<file path="src/rtl/pmc_pkg.sv">
package pmc_pkg;

    localparam int PKT_BYTES = 6;
    localparam int ADDR_W    = 36;
    localparam int LEN_W     = 8;

    localparam logic [3:0] OPC_READ  = 4'h1;
    localparam logic [3:0] OPC_WRITE = 4'h2;
    localparam logic [1:0] ACK_GOOD  = 2'b01;

    typedef enum logic [1:0] {
        PH_IDLE,
        PH_ATTEMPT,
        PH_BACKOFF
    } phase_e;

    typedef struct packed {
        logic              write;
        logic [ADDR_W-1:0] addr;
        logic [LEN_W-1:0]  len_m1;
    } mreq_t;

    function automatic logic [3:0] opc_of(input logic is_write);
        return is_write ? OPC_WRITE : OPC_READ;
    endfunction

endpackage

</file>
<file path="src/rtl/pmc_pkt_tx.sv">
module pmc_pkt_tx
    import pmc_pkg::*;
(
    input  mreq_t       req,
    input  logic [2:0]  idx,
    input  logic        active,
    output logic        drive,
    output logic [7:0]  data
);
    logic [7:0] bytes_q [8];

    assign bytes_q[0] = {opc_of(req.write), req.addr[ADDR_W-1:32]};
    assign bytes_q[1] = req.len_m1;

    for (genvar g = 0; g < 4; g++) begin : g_addr
        assign bytes_q[2+g] = req.addr[8*(3-g) +: 8];
    end

    assign bytes_q[6] = 8'h00;
    assign bytes_q[7] = 8'h00;

    assign drive = active;
    assign data  = active ? bytes_q[idx] : 8'h00;
endmodule

</file>
<file path="src/rtl/pmc_burst_win.sv">
module pmc_burst_win #(
    parameter int TICK_W = 9,
    parameter int START  = 7
) (
    input  logic [TICK_W-1:0] tick,
    input  logic [7:0]        len_m1,
    input  logic              en,
    output logic              in_win,
    output logic [7:0]        idx,
    output logic              last
);
    localparam logic [TICK_W-1:0] START_T = TICK_W'(START);

    logic [TICK_W-1:0] rel;
    logic [TICK_W-1:0] len_ext;

    assign rel     = tick - START_T;
    assign len_ext = {{(TICK_W-8){1'b0}}, len_m1};
    assign in_win  = en && (tick >= START_T) && (rel <= len_ext);
    assign idx     = rel[7:0];
    assign last    = in_win && (rel == len_ext);
endmodule

</file>
<file path="src/rtl/pmc_seq.sv">
module pmc_seq
    import pmc_pkg::*;
#(
    parameter int TICK_W     = 9,
    parameter int ACK_T      = 13,
    parameter int WR_T       = 7,
    parameter int RETRY_WAIT = 32,
    parameter int MAX_RETRY  = 3
) (
    input  logic              clk,
    input  logic              rst,
    input  logic              req_valid,
    input  mreq_t             req_in,
    input  logic [1:0]        ack_in,
    input  logic              last_w,
    input  logic              last_r,
    output phase_e            phase,
    output logic [TICK_W-1:0] tick,
    output mreq_t             cur,
    output logic              req_ready,
    output logic              done,
    output logic              err
);
    localparam int RTRY_W = $clog2(MAX_RETRY + 1) + 1;
    localparam logic [TICK_W-1:0] ACK_TK  = TICK_W'(ACK_T);
    localparam logic [TICK_W-1:0] WAIT_TK = TICK_W'(RETRY_WAIT - 1);

    logic [RTRY_W-1:0] retries;
    logic              short_wr;
    logic              burst_end;

    assign req_ready = (phase == PH_IDLE);
    assign short_wr  = (int'(cur.len_m1) + WR_T) <= ACK_T;
    assign burst_end = (tick > ACK_TK) && (cur.write ? last_w : last_r);

    always_ff @(posedge clk) begin
        if (rst) begin
            phase   <= PH_IDLE;
            tick    <= '0;
            retries <= '0;
            cur     <= '0;
            done    <= 1'b0;
            err     <= 1'b0;
        end else begin
            done <= 1'b0;
            err  <= 1'b0;
            unique case (phase)
                PH_IDLE: begin
                    if (req_valid) begin
                        cur     <= req_in;
                        tick    <= '0;
                        retries <= '0;
                        phase   <= PH_ATTEMPT;
                    end
                end
                PH_ATTEMPT: begin
                    tick <= tick + 1'b1;
                    if (tick == ACK_TK) begin
                        if (ack_in != ACK_GOOD) begin
                            if (retries == RTRY_W'(MAX_RETRY)) begin
                                err   <= 1'b1;
                                phase <= PH_IDLE;
                            end else begin
                                phase <= PH_BACKOFF;
                            end
                        end else if (cur.write && short_wr) begin
                            done  <= 1'b1;
                            phase <= PH_IDLE;
                        end
                    end else if (burst_end) begin
                        done  <= 1'b1;
                        phase <= PH_IDLE;
                    end
                end
                PH_BACKOFF: begin
                    if (tick == WAIT_TK) begin
                        tick    <= '0;
                        retries <= retries + 1'b1;
                        phase   <= PH_ATTEMPT;
                    end else begin
                        tick <= tick + 1'b1;
                    end
                end
                default: phase <= PH_IDLE;
            endcase
        end
    end
endmodule

</file>
<file path="src/rtl/pkt_mem_ctrl.sv">
module pkt_mem_ctrl
    import pmc_pkg::*;
#(
    parameter int ACK_DLY    = 8,
    parameter int RD_DLY     = 14,
    parameter int WR_OFS     = 2,
    parameter int RETRY_WAIT = 32,
    parameter int MAX_RETRY  = 3
) (
    input  logic        clk,
    input  logic        rst,
    input  logic        req_valid,
    output logic        req_ready,
    input  logic        req_write,
    input  logic [35:0] req_addr,
    input  logic [7:0]  req_len_m1,
    output logic [7:0]  wr_idx,
    input  logic [7:0]  wr_data,
    output logic        rd_valid,
    output logic [7:0]  rd_idx,
    output logic [7:0]  rd_data,
    output logic        done,
    output logic        err,
    output logic [7:0]  bus_out,
    output logic        bus_oe,
    input  logic [7:0]  bus_in,
    input  logic [1:0]  ack_in
);
    localparam int LAST_PKT = PKT_BYTES - 1;
    localparam int ACK_T    = LAST_PKT + ACK_DLY;
    localparam int WR_T     = LAST_PKT + WR_OFS;
    localparam int RD_T     = LAST_PKT + RD_DLY;
    localparam int SPAN     = RD_T + 256;
    localparam int TICK_MAX = (SPAN > RETRY_WAIT) ? SPAN : RETRY_WAIT;
    localparam int TICK_W   = $clog2(TICK_MAX + 1);

    mreq_t             req_in, cur;
    phase_e            phase;
    logic [TICK_W-1:0] tick;
    logic              attempt;
    logic              pkt_drive;
    logic [7:0]        pkt_data;
    logic              w_in, w_last, r_in, r_last;
    logic [7:0]        w_idx, r_idx;

    assign req_in  = '{write: req_write, addr: req_addr, len_m1: req_len_m1};
    assign attempt = (phase == PH_ATTEMPT);

    pmc_seq #(
        .TICK_W(TICK_W), .ACK_T(ACK_T), .WR_T(WR_T),
        .RETRY_WAIT(RETRY_WAIT), .MAX_RETRY(MAX_RETRY)
    ) seq_i (
        .clk(clk), .rst(rst), .req_valid(req_valid), .req_in(req_in),
        .ack_in(ack_in), .last_w(w_last), .last_r(r_last),
        .phase(phase), .tick(tick), .cur(cur), .req_ready(req_ready),
        .done(done), .err(err)
    );

    pmc_pkt_tx pkt_i (
        .req(cur), .idx(tick[2:0]),
        .active(attempt && (tick < TICK_W'(PKT_BYTES))),
        .drive(pkt_drive), .data(pkt_data)
    );

    pmc_burst_win #(.TICK_W(TICK_W), .START(WR_T)) wwin_i (
        .tick(tick), .len_m1(cur.len_m1), .en(attempt && cur.write),
        .in_win(w_in), .idx(w_idx), .last(w_last)
    );

    pmc_burst_win #(.TICK_W(TICK_W), .START(RD_T)) rwin_i (
        .tick(tick), .len_m1(cur.len_m1), .en(attempt && !cur.write),
        .in_win(r_in), .idx(r_idx), .last(r_last)
    );

    assign bus_oe   = pkt_drive || w_in;
    assign bus_out  = pkt_drive ? pkt_data : (w_in ? wr_data : 8'h00);
    assign wr_idx   = w_idx;
    assign rd_valid = r_in;
    assign rd_idx   = r_idx;
    assign rd_data  = bus_in;
endmodule

</file>
<file path="config.mk">
export PLATFORM = sky130hd
export DESIGN_NAME = pkt_mem_ctrl
export DESIGN_NICKNAME = d
export VERILOG_FILES = /design/src/rtl/pmc_pkg.sv /design/src/rtl/pmc_pkt_tx.sv /design/src/rtl/pmc_burst_win.sv /design/src/rtl/pmc_seq.sv /design/src/rtl/pkt_mem_ctrl.sv
export SDC_FILE = /design/constraint.sdc
export NUM_CORES = 1
export LEC_CHECK = 0
export BUFFER_PORTS_ARGS = -buffer_cell sky130_fd_sc_hd__buf_2
export CAP_MARGIN = 20
export CORE_UTILIZATION = 57
export DETAILED_ROUTE_END_ITERATION = 6
export PLACE_DENSITY = 0.95
export REMOVE_ABC_BUFFERS = 1
export SYNTH_ARGS = -nofsm -noshare
export SYNTH_HDL_FRONTEND = slang
export SYNTH_SLANG_ARGS = --single-unit
</file>
<file path="constraint.sdc">
create_clock -name clk -period 8.3 [get_ports clk]
set_clock_uncertainty 0.1 [all_clocks]
set_input_delay 1.245 -clock clk [delete_from_list [all_inputs] [get_ports clk]]
set_output_delay 1.245 -clock clk [all_outputs]
set_load 0.01 [all_outputs]
</file>
# ---- After elaboration in Yosys (flattened, before gate mapping)
# Index checks and enable logic that the tools add are counted.
dict set report op_classes {
  bitwise_logic 4
  n_lt_le_gt_ge 8
  eq_ne 12
  addsub 5
  n_reduce_logical 22
  muxes 26
}
# cell count
set op_table {}
lappend op_table {{$le A32 B5 Y1 const B} 1}
lappend op_table {{$mux W8} 4}
lappend op_table {{$pmux W9 S3} 1}
lappend op_table {{$bmux W8 S3} 1}
lappend op_table {{$eq A9 B8 Y1} 2}
lappend op_table {{$le A9 B8 Y1} 2}
lappend op_table {{$mux W9} 2}
lappend op_table {{$mux W2} 8}
lappend op_table {{$logic_and A1 B1 Y1} 11}
lappend op_table {{$add A8 B3 Y9 const B} 1}
lappend op_table {{$add A9 B1 Y9 const B} 1}
lappend op_table {{$eq A9 B4 Y1 const B} 1}
lappend op_table {{$eq A9 B5 Y1 const B} 1}
lappend op_table {{$ge A9 B3 Y1 const B} 1}
lappend op_table {{$ge A9 B5 Y1 const B} 1}
lappend op_table {{$gt A9 B4 Y1 const B} 1}
lappend op_table {{$lt A9 B3 Y1 const B} 1}
lappend op_table {{$sub A9 B3 Y9 const B} 1}
lappend op_table {{$sub A9 B5 Y9 const B} 1}
lappend op_table {{$mux W1} 6}
lappend op_table {{$mux W3} 2}
lappend op_table {{$pmux W2 S3} 1}
lappend op_table {{$pmux W3 S2} 1}
lappend op_table {{$ge A4 B4 Y1 const B} 1}
lappend op_table {{other kinds (20)} 24}
dict set report totals {
  inputBits 66
  reg_bits 61
}

# ---- Logic depth before layout (Yosys ltp)
dict set report logic_depth {
  ltp_word 10
  depth_mapped 14
}

# ---- Modules after synthesis
# A second synthesis with hierarchy kept.
dict set report hier_totals {
  cells_unflattened 484
  area_unflattened_um2 3846.2
}
# module seq_area_each_um2 n_inst cells_each area_each_um2
set by_module_without_submodules {}
lappend by_module_without_submodules {pmc_seq 1221.2 1 320 2565.0}
lappend by_module_without_submodules {pmc_pkt_tx 0.0 1 48 401.6}
lappend by_module_without_submodules {{pmc_burst_win at rwin_i} 0.0 1 44 337.8}
lappend by_module_without_submodules {{pmc_burst_win at wwin_i} 0.0 1 44 329.1}
lappend by_module_without_submodules {pkt_mem_ctrl 0.0 1 28 212.7}

# ---- Worst setup path before layout
# OpenSTA, ideal clock, no wires.
dict set report synth_path {
  path_type {register to output}
  startpoint {register seq_i.tick[0]}
  endpoint {output bus_oe}
  stages_incl_launch_ff 13
  required_time_ns 6.955
  slack_ns 4.225
  path_buffers 3
  arrival_ns 2.730
  path_cell_list {dfxtp_1 > buf_2 > buf_2 > nand3_1 > nor3b_1 > xnor2_1 > ha_1 > nand3_1 > nor2_1 > nand3b_1 > o211a_1 > buf_2 > or2_2}
}
dict set report synth_between {
  elab_chain_len 4
}
# element line
set synth_lines {}
lappend synth_lines {{start, declared} pmc_seq.sv:18} ;# output logic [TICK_W-1:0] tick,
lappend synth_lines {{start signal, assigned} pmc_seq.sv:57} ;# tick <= tick + 1'b1;
lappend synth_lines {{start signal, assigned} pmc_seq.sv:81} ;# tick <= tick + 1'b1;
lappend synth_lines {{$sub A9 B3 Y9} pmc_burst_win.sv:17} ;# assign rel = tick - START_T;
lappend synth_lines {{named net wr_idx[5]} pkt_mem_ctrl.sv:17} ;# output logic [7:0] wr_idx,
lappend synth_lines {{$le A9 B8 Y1} pmc_burst_win.sv:19} ;# assign in_win = en && (tick >= START_T) && (rel <= len_ext);
lappend synth_lines {{$logic_and A1 B1 Y1} pmc_burst_win.sv:19}
lappend synth_lines {{$logic_or A1 B1 Y1} pkt_mem_ctrl.sv:75} ;# assign bus_oe = pkt_drive || w_in;
lappend synth_lines {{end, declared} pkt_mem_ctrl.sv:25} ;# output logic bus_oe,
# The timed path passes the listed nets, and every way through them passes these cells.

# ---- Worst setup path after layout
dict set report layout_path {
  startpoint {register seq_i.tick[1]}
  endpoint {output bus_out[4]}
}
dict set report layout_between {
  elab_chain_len 5
}
# element line
set layout_lines {}
lappend layout_lines {{$sub A9 B3 Y9, or another cell as far along} pmc_burst_win.sv:17}
lappend layout_lines {{$le A9 B8 Y1, or another cell as far along} pmc_burst_win.sv:19}
lappend layout_lines {{$logic_and A1 B1 Y1 / $mux W8 (equally long branches)} {pmc_burst_win.sv:19, pmc_pkt_tx.sv:23}}
lappend layout_lines {{$mux W8 (on tied branches)} {pkt_mem_ctrl.sv:76, pmc_pkt_tx.sv:23}}
lappend layout_lines {{$mux W8 *} pkt_mem_ctrl.sv:76} ;# assign bus_out = pkt_drive ? pkt_data : (w_in ? wr_data : 8'h00);
lappend layout_lines {{end, declared} pkt_mem_ctrl.sv:24} ;# output logic [7:0] bus_out,
# Mark *: on every way between the ends. The rest lies on a longest branch, timed or not. The select of a mux whose other input is x is not followed.

==> reports/metrics.yaml <==
grt_pass1_vias: 3348
cts_setup_buffers: 0
ff2ff_setup_slack_ns: 5.12
io_pins: 103
coreArea_um2: 6390
post-route-period-util_pct: 60.7
grt_max_degree: 54
async_reset_ff_share_pct: 0
critPathCaptureType: "output port"
grt_overflow_total: 0
grt_pass1_wl_mm: 15.5
antenna_found_initial: 0
place.detailed.hpwl_mm: 6.97
cts.sinks: 61
wl_mm: 9.47
yosysMostFrequentCell: "nand2_1"
ys_ff_latch: 61
crit_path_max_fanout: 17
n_antenna_cell: 0
vias_per_cell: 5.85
worst_slew_pin_slew_ns: 0.947
syn_area_um2: 3770
synth_common_cells: "107 x nand2_1, 61 x dfxtp_1, 57 x a21oi_1, 31 x nor2_1, 25 x ha_1"
ant_nets: 0
die_w_um: 83.4
synth_top_cell_area_share_pct: 32.4
crit_required_ns: 6.95
clk_pin_slew_ns: 0.07
nFillCells: 527
cts-buffers-inserted: 9
io_buffers: 86
dieHeight_um: 83.4
final_max_slew_viol_count: 0
drc: 0
multi_input_area_um2: 2260
placedCellCount: 605
seq_area_um2: 1220
seq_area_frac_synth_pct: 32.4
yosysTopAreaCell: "dfxtp_1"
vdd_drop_max_v: 0.000168
hold_class: "reg -> reg"
synth_cell_type_count: 57
min_period_ns: 5.04
synth_area_per_cell_um2: 7.86
critPathKind: "reg -> out"
synth_edf_count: 0
p_leak_nw: 1.83
num_vias: 3631
cts_tree: "yes"
slew_headroom_pct: 36.9
yosysWarnings: 0
tns_ns: 0
cts_root_buf: "clkbuf_8"
start_kind: "flop"
cts-resized-gates: 0
setup_viol: 0
syn_inst: 480
drtIter0Drc: 433
hold_viol: 0
initial_core_util_pct: 59.1
rows: 29
cp.arrival_ns: 3.70
grt_usage_pct: 28.1
die-area_um2: 6950
area_delta_synth_final_pct: 14.5
max_cap_viol_count: 0
clock_path_buffers: 2
hold-worst-slack_ns: 0.353
power_density_nw_per_um2: 200
layout.nets: 630
fin_cells: 621
fmax_mhz: 198
synth-main-ff-cell: "dfxtp_1"
status: "completed"
wl_per_cell_um: 15.3
routabilityCongestion: 0.941
htree_levels: 3
ys_top_cells_by_area: "dfxtp_1 32%, nand2_1 11%, ha_1 8.3%"
rsz0062_at_grt: "no"
drt_pass1_iterations: 5
holdBufCountCts: 0
drive_gt1_share_pct: 24.4
clock_latency_ns: 0.34
[final timing paths]
path                                    start             end  depth (start not counted)
worst min-delay path            seq_i.cur[14]   seq_i.cur[14]                          2
worst min register to register  seq_i.cur[14]   seq_i.cur[14]                          2
worst max-delay path            seq_i.tick[1]      bus_out[4]                          9
worst max register to register  seq_i.tick[1]  seq_i.phase[1]                         11
[worst max-delay path, stage by stage (launching register included)]
cell and delay, ns:
dfxtp_1 0.54, ha_1 0.44, a211oi_1 0.42, nand2_1 0.12, xnor2_1 0.26, ha_1 0.32, a2111oi_0 0.48, o211a_1 0.42
a31o_2 0.22, buf_2 0.12
[cells in the final DEF, fill, tap and decap left out, types with 2 or more instances in the layout]
cell type	count
inv_1	21
nor2b_1	3
nand2b_1	3
nand4_1	9
nor3_1	7
o211ai_1	3
clkinv_2	3
ha_1	25
bufinv_16	2
mux2_2	10
o21a_1	4
nand2_1	107
dfxtp_1	61
or4b_1	3
buf_4	3
or3_1	2
or2_2	3
mux4_2	5
xnor2_1	11
clkbuf_8	9
nand3_1	8
xor2_1	7
a31oi_1	2
o21ai_0	11
nor2_1	31
a31o_2	8
a21oi_1	57
clkbuf_1	2
nor3b_1	2
a22oi_1	8
and2_1	2
nor4bb_1	2
buf_2	86
[registers in the layout, indices dropped and copies added (netlist names)]
register	count
seq_i.tick	9
seq_i.err	1
seq_i.phase	2
seq_i.retries	3
seq_i.done	1
seq_i.cur	45
[report_power, final]
part	internal [mW]	total [mW]	leakage (nW)	switching, mW
combinational	0.0957	0.235	1.22	0.140
clock	0.168	0.284	0.107	0.116
sequential	0.321	0.343	0.499	0.0222
total	0.584	0.862	1.83	0.278
[cells by family after synthesis]
family                     Yosys count  synth area share, %
adders and majority gates           25                 8.29
muxes                               17                 6.93
buffers and inverters               62                 7.60
AOI/OAI and AO/OA                  107                 17.4
DFF                                 61                 32.4
and+or+nand+nor                    190                 23.3
xor gates and xnor gates            18                 4.18
[final cells by class]
type / instances / area share, %
Multi-Input combinational cell: 357 / 52.4
Clock inverter: 5 / 1.74
Clock buffer: 11 / 3.04
Inverter: 21 / 1.82
Sequential cell: 61 / 28.3
Timing Repair Buffer: 89 / 10.5
Tap cell: 77 / 2.23
[metrics by stage]
step / worst slack (ns) / instance area (um^2) / utilization (%) / total power, mW
finish: 3.26 / 4320 / 67.7 / 0.862
global route: 3.09 / 4320 / 67.7 / 0.907
CTS: 3.30 / 4320 / 67.7 / 0.861
detailed placement: 3.65 / 4110 / 64.4 / 0.580
global placement: 3.82 / 4110 / 64.4 / 0.573
floorplan: 3.96 / 3560 / - / 0.502
[per-layer routing]
layer  vias to the layer above  wire length (um)  track usage (%)  part of all wire [%]
met1                      1681              4030             36.3                    43
met5                         -                 0                0                     0
met3                        16               675             6.66                   7.1
met4                         0               149             10.8                   1.6
li1                       1767                 -                -                     -
met2                       167              4620             45.4                    49
No activity file was read; power rests on OpenSTA's default activity.
